==> src/rtl/dbg_ccnt_pkg.sv <==
package dbg_ccnt_pkg;
  localparam int unsigned ADDR_W = 12;
  localparam int unsigned DATA_W = 32;

  localparam logic [ADDR_W-1:0] OFS_CTRL   = 12'h000;
  localparam logic [ADDR_W-1:0] OFS_COUNT  = 12'h004;
  localparam logic [ADDR_W-1:0] OFS_KEY    = 12'hFB0;
  localparam logic [ADDR_W-1:0] OFS_STATUS = 12'hFB4;

  localparam logic [DATA_W-1:0] UNLOCK_KEY = 32'hC5AC_CE55;
  localparam logic [DATA_W-1:0] CTRL_CAP   = 32'h4000_0000;

  typedef struct packed {
    logic ctrl;
    logic count;
    logic key;
    logic status;
  } reg_sel_t;
endpackage

==> src/rtl/dbg_ccnt_lock.sv <==
module dbg_ccnt_lock
  import dbg_ccnt_pkg::*;
#(
  parameter int unsigned DW = DATA_W,
  parameter logic [DW-1:0] KEY = UNLOCK_KEY
) (
  input  logic          clk_i,
  input  logic          rst_ni,
  input  logic          key_wr_i,
  input  logic [DW-1:0] wdata_i,
  output logic          locked_o,
  output logic [DW-1:0] status_o
);
  logic locked_q;

  always_ff @(posedge clk_i or negedge rst_ni) begin
    if (!rst_ni)       locked_q <= 1'b1;
    else if (key_wr_i) locked_q <= (wdata_i != KEY);
  end

  assign locked_o = locked_q;
  // bit0: lock present, bit1: locked
  assign status_o = {{(DW-2){1'b0}}, locked_q, 1'b1};

  assert_key_unlocks_R2: assert property (@(posedge clk_i) disable iff (!rst_ni)
    (key_wr_i && wdata_i == KEY) |=> !locked_o);
  assert_other_locks_R2: assert property (@(posedge clk_i) disable iff (!rst_ni)
    (key_wr_i && wdata_i != KEY) |=> locked_o);
  assert_lock_holds_R2: assert property (@(posedge clk_i) disable iff (!rst_ni)
    !key_wr_i |=> $stable(locked_o));
endmodule

==> src/rtl/dbg_ccnt_ctrl.sv <==
module dbg_ccnt_ctrl
  import dbg_ccnt_pkg::*;
#(
  parameter int unsigned DW = DATA_W,
  parameter logic [DW-1:0] CAP = CTRL_CAP
) (
  input  logic          clk_i,
  input  logic          rst_ni,
  input  logic          ctrl_wr_i,
  input  logic          en_wdata_i,
  input  logic          locked_i,
  output logic          en_o,
  output logic [DW-1:0] ctrl_rd_o
);
  logic en_q;

  always_ff @(posedge clk_i or negedge rst_ni) begin
    if (!rst_ni)                      en_q <= 1'b0;
    else if (ctrl_wr_i && !locked_i)  en_q <= en_wdata_i;
  end

  assign en_o      = en_q;
  assign ctrl_rd_o = CAP | {{(DW-1){1'b0}}, en_q};

  assert_locked_hold_R3: assert property (@(posedge clk_i) disable iff (!rst_ni)
    locked_i |=> $stable(en_o));
  assert_unlocked_write_R4: assert property (@(posedge clk_i) disable iff (!rst_ni)
    (ctrl_wr_i && !locked_i) |=> (en_o == $past(en_wdata_i)));
endmodule

==> src/rtl/dbg_ccnt_counter.sv <==
module dbg_ccnt_counter
  import dbg_ccnt_pkg::*;
#(
  parameter int unsigned CW = DATA_W
) (
  input  logic          clk_i,
  input  logic          rst_ni,
  input  logic          run_i,
  input  logic          cnt_wr_i,
  input  logic [CW-1:0] wdata_i,
  output logic [CW-1:0] cnt_o
);
  logic [CW-1:0] cnt_q;

  // write has priority over increment; wrap is natural
  always_ff @(posedge clk_i or negedge rst_ni) begin
    if (!rst_ni)       cnt_q <= '0;
    else if (cnt_wr_i) cnt_q <= wdata_i;
    else if (run_i)    cnt_q <= cnt_q + 1'b1;
  end

  assign cnt_o = cnt_q;

  assert_count_step_R5: assert property (@(posedge clk_i) disable iff (!rst_ni)
    (run_i && !cnt_wr_i) |=> (cnt_o == $past(cnt_o) + 1'b1));
  assert_write_wins_R7: assert property (@(posedge clk_i) disable iff (!rst_ni)
    cnt_wr_i |=> (cnt_o == $past(wdata_i)));
  assert_halt_R10: assert property (@(posedge clk_i) disable iff (!rst_ni)
    (!run_i && !cnt_wr_i) |=> $stable(cnt_o));
endmodule

==> src/rtl/dbg_cycle_counter.sv <==
module dbg_cycle_counter
  import dbg_ccnt_pkg::*;
#(
  parameter int unsigned AW = ADDR_W,
  parameter int unsigned DW = DATA_W
) (
  input  logic          clk_i,
  input  logic          rst_ni,
  input  logic          trace_en_i,
  input  logic [AW-1:0] addr_i,
  input  logic          wr_en_i,
  input  logic [DW-1:0] wdata_i,
  output logic [DW-1:0] rdata_o
);
  reg_sel_t      sel;
  logic          wr_ok;
  logic          locked;
  logic          en;
  logic [DW-1:0] status_rd;
  logic [DW-1:0] ctrl_rd;
  logic [DW-1:0] cnt;

  assign sel.ctrl   = (addr_i == AW'(OFS_CTRL));
  assign sel.count  = (addr_i == AW'(OFS_COUNT));
  assign sel.key    = (addr_i == AW'(OFS_KEY));
  assign sel.status = (addr_i == AW'(OFS_STATUS));
  assign wr_ok      = wr_en_i && trace_en_i;

  dbg_ccnt_lock #(.DW(DW), .KEY(DW'(UNLOCK_KEY))) u_lock (
    .clk_i    (clk_i),
    .rst_ni   (rst_ni),
    .key_wr_i (wr_ok && sel.key),
    .wdata_i  (wdata_i),
    .locked_o (locked),
    .status_o (status_rd)
  );

  dbg_ccnt_ctrl #(.DW(DW), .CAP(DW'(CTRL_CAP))) u_ctrl (
    .clk_i      (clk_i),
    .rst_ni     (rst_ni),
    .ctrl_wr_i  (wr_ok && sel.ctrl),
    .en_wdata_i (wdata_i[0]),
    .locked_i   (locked),
    .en_o       (en),
    .ctrl_rd_o  (ctrl_rd)
  );

  dbg_ccnt_counter #(.CW(DW)) u_cnt (
    .clk_i    (clk_i),
    .rst_ni   (rst_ni),
    .run_i    (en && trace_en_i),
    .cnt_wr_i (wr_ok && sel.count),
    .wdata_i  (wdata_i),
    .cnt_o    (cnt)
  );

  // key register is write-only; unmapped reads zero
  always_comb begin
    rdata_o = '0;
    if (trace_en_i) begin
      unique case (1'b1)
        sel.ctrl:   rdata_o = ctrl_rd;
        sel.count:  rdata_o = cnt;
        sel.status: rdata_o = status_rd;
        default:    rdata_o = '0;
      endcase
    end
  end

  assert_gate_reads_R10: assert property (@(posedge clk_i) disable iff (!rst_ni)
    !trace_en_i |-> (rdata_o == '0));
  assert_key_reads_zero_R9: assert property (@(posedge clk_i) disable iff (!rst_ni)
    sel.key |-> (rdata_o == '0));
  assert_status_present_R2: assert property (@(posedge clk_i) disable iff (!rst_ni)
    (trace_en_i && sel.status) |-> rdata_o[0]);
endmodule

==> config.mk <==
export PLATFORM = sky130hd
export DESIGN_NAME = dbg_cycle_counter
export DESIGN_NICKNAME = d
export VERILOG_FILES = /design/src/rtl/dbg_ccnt_pkg.sv /design/src/rtl/dbg_ccnt_lock.sv /design/src/rtl/dbg_ccnt_ctrl.sv /design/src/rtl/dbg_ccnt_counter.sv /design/src/rtl/dbg_cycle_counter.sv
export SDC_FILE = /design/constraint.sdc
export NUM_CORES = 1
export LEC_CHECK = 0
export ABC_AREA = 1
export BUFFER_PORTS_ARGS = -buffer_cell sky130_fd_sc_hd__buf_2
export CORE_AREA = 2 2 79 81
export CTS_CLUSTER_SIZE = 10
export DETAILED_ROUTE_END_ITERATION = 8
export DIE_AREA = 0 0 81 83
export PLACE_DENSITY_LB_ADDON = 0.05
export SKIP_CTS_REPAIR_TIMING = 1
export SLEW_MARGIN = 40
export SYNTH_ARGS = -nofsm -noshare
export SYNTH_HDL_FRONTEND = slang
export SYNTH_SLANG_ARGS = --single-unit
==> constraint.sdc <==
create_clock -name clk_i -period 1.8 [get_ports clk_i]
set_input_delay 0 -clock clk_i [delete_from_list [all_inputs] [get_ports clk_i]]
set_output_delay 0 -clock clk_i [all_outputs]
set_load 0.01 [all_outputs]
==> results.cfg <==
[run_status]
outcome = finished, violations left
violations = negative hold slack

[synthesis]
synthesis.nets = 595
synth_top_area_share_pct = 26.5
ys_seq_area_share_pct = 27.3
async_reset_ff_share_pct = 100
synthCells = 546
ys_top_cells_by_area = dfrtp_1 (26%), nand2_1 (23%), nand3_1 (13%), inv_1 (10%), nor2_1 (9.6%)
synthFlopType = dfrtp_1
netlist_area_sq_um = 3120
synth_top_area_cell = dfrtp_1
synth_cell_type_count = 27
synth_warnings = 0
synth_edf_count = 0
ys_ff_latch = 34
avgSynthCellArea_sq_um = 5.71

[setup_path]
crit_path_start_kind = flop
cpMaxStageDelayCell = dfrtp_1
crit_chain = ha_1 -> nand2_1 -> nor2_2 -> nand2_2 -> nor2_4 -> nand3_1 -> nand3_1 -> nand2_1
critPathTopFamily = simple AND/OR/NAND/NOR gates
worstSetupPathType = reg2reg
required_ps = 1980
worstPathArrival_ps = 1810
cp_max_fo = 7
path_buf_inv = 0
endpoint_kind = flop
max_stage_delay_ps = 430

[power]
vdd_drop_max_uv = 323
power_density_nw_per_um2 = 520
leakagePower_nw = 1.95

[global_routing]
grt_pass1_wl_mm = 15.0
grt-ovfl-total = 0
antenna_found_initial = 0
grt_max_degree = 35
grtUsageTotal_pct = 28.1
grt_pass1_vias = 3281

[drt]
drcViolationCount = 0
via_per_inst = 5.15
dr_total_vias = 3660
wl_per_cell_microns = 13.0
wl_mm = 9.26
postRouteAntennaNets = 0
drt-initial-drc-count = 292
dr.pass1.iters = 5

[hold_path]
hold_class = in2reg

[timing]
fin_ws_ps = 168
final_hold_viol_count = 2
min_period_over_period_pct = 90.7
finalMaxSlewViolations = 0
slew_headroom_pct = 66.4
fmax_ghz = 0.613
holdWs_ps = -23.7
period_needed_ps = 1630
rsz0062_at_grt = no
skew_ps = 6.41
setup_tns_ps = 0
worst_slew_pin_slew_ps = 504
setup_viol = 0

[clock_tree]
cts_buffers = 5
htree_levels = 2
cts-root-buf = clkbuf_8
clock_sinks = 34
clk_latency_ps = 290
path_clk_slew_ps = 70
clockBufferDepth = 2
cts_tree = built

[finish]
final_layout_size_suffix_gt1_share_pct = 17.3
nets = 683
antennaDiodeCount = 0
area_growth_syn_to_layout_pct = 20.1

[floorplan]
io_pins = 80
die_x_microns = 81
die_h_microns = 83
row_count = 28
start_util_pct = 53.6
core_sq_um = 5820
dieArea_sq_um = 6720

[run]
max-cap-violations = 0

[place]
routabilityCongestion = 0.963
io_buffers = 79
dpl_worst_slack_ps = 222
dp_hpwl_mm = 6.86
## cell usage in the layout, fill, tap and decap left out, types with 5 or more instances in the layout
| cell type | Yosys | layout |
|---|---|---|
| buf_2 | 3 | 78 |
| nand4_1 | 7 | 7 |
| inv_1 | 87 | 87 |
| buf_4 | 2 | 7 |
| nand2_1 | 193 | 193 |
| o21ai_0 | 11 | 11 |
| nor2_4 | 6 | 6 |
| dfrtp_1 | 33 | 33 |
| nor2_1 | 80 | 80 |
| dlygate4sd3_1 | 0 | 10 |
| xor2_1 | 6 | 6 |
| nand3_1 | 79 | 79 |
| nor3_1 | 5 | 5 |
| clkbuf_8 | 0 | 6 |
## power by group
| group | internal [W] | switching (W) |
|---|---|---|
| clock network | 0.000309 | 0.000302 |
| logic | 0.000170 | 0.000246 |
| registers | 0.000832 | 0.0000869 |
| total | 0.00131 | 0.000635 |
## metal layers
| layer | share of wire [%] | GRT usage (%) |
|---|---|---|
| met1 | 46 | 40.5 |
| met2 | 46 | 42.9 |
| met3 | 6.8 | 5.54 |
| met4 | 1.1 | 7.09 |
| met5 | 0 | 0 |
## flip-flops by register name (all words and copies together) (netlist names)
name             cells
u_cnt.cnt_o         32
u_ctrl.en_o          1
u_lock.locked_o      1
## area by class of cell
cell class / instances / area (sq um)
fill: 569 / 2070
multi-input combinational: 409 / 1830
timing repair buffer: 95 / 543
sequential: 34 / 852
inverter: 89 / 337
clock inverter: 1 / 5.00
tap: 75 / 93.8
clock buffer: 7 / 86.3
## cell families after synthesis
logic type,synth area share (%)
DFF,27.3
adders and majority gates,0.401
buffers and inverters,14.0
xor gates and xnor gates,1.69
AOI/OAI and AO/OA,2.97
and+or+nand+nor,53.6
## tightest hold or removal path: stages
cell	delay (ps)
buf_2	100
o21ai_0	90
inv_1	50
## synthesized netlist by cell type (5+ instances only)
library cell / number
buf_6: 5
dfrtp_1: 33
inv_1: 87
nand2_1: 193
nand3_1: 79
nand4_1: 7
nor2_1: 80
nor2_4: 6
nor3_1: 5
o21ai_0: 11
xor2_1: 6
## stage by stage
step                util, %  total power, W  cell area (sq um)  cells  hold slack [ps]
floorplan                 -         0.00118               3120    546             -296
CTS                    62.6         0.00193               3640    700             -168
global route           64.4         0.00207               3740    710             12.2
detailed placement     61.0         0.00132               3550    692              147
finish                 64.4         0.00195               3740    710            -23.7
global placement       61.0         0.00131               3550    692              143
## final timing paths
| kind | slack (ps) | end | startpoint | cells past startpoint |
|---|---|---|---|---|
| max | 170 | u_cnt.cnt_o[22] | u_cnt.cnt_o[0] | 8 |
| min | -20 | u_ctrl.en_o | wdata_i[0] | 3 |
| max reg2reg | 170 | u_cnt.cnt_o[22] | u_cnt.cnt_o[0] | 8 |
| min reg2reg | 490 | u_lock.locked_o | u_lock.locked_o | 2 |
| max in group asynchronous | 1240 | u_lock.locked_o | rst_ni | 2 |
| min in group asynchronous | 200 | u_cnt.cnt_o[6] | rst_ni | 2 |
Note: power is estimated with default switching activity, not from simulation.
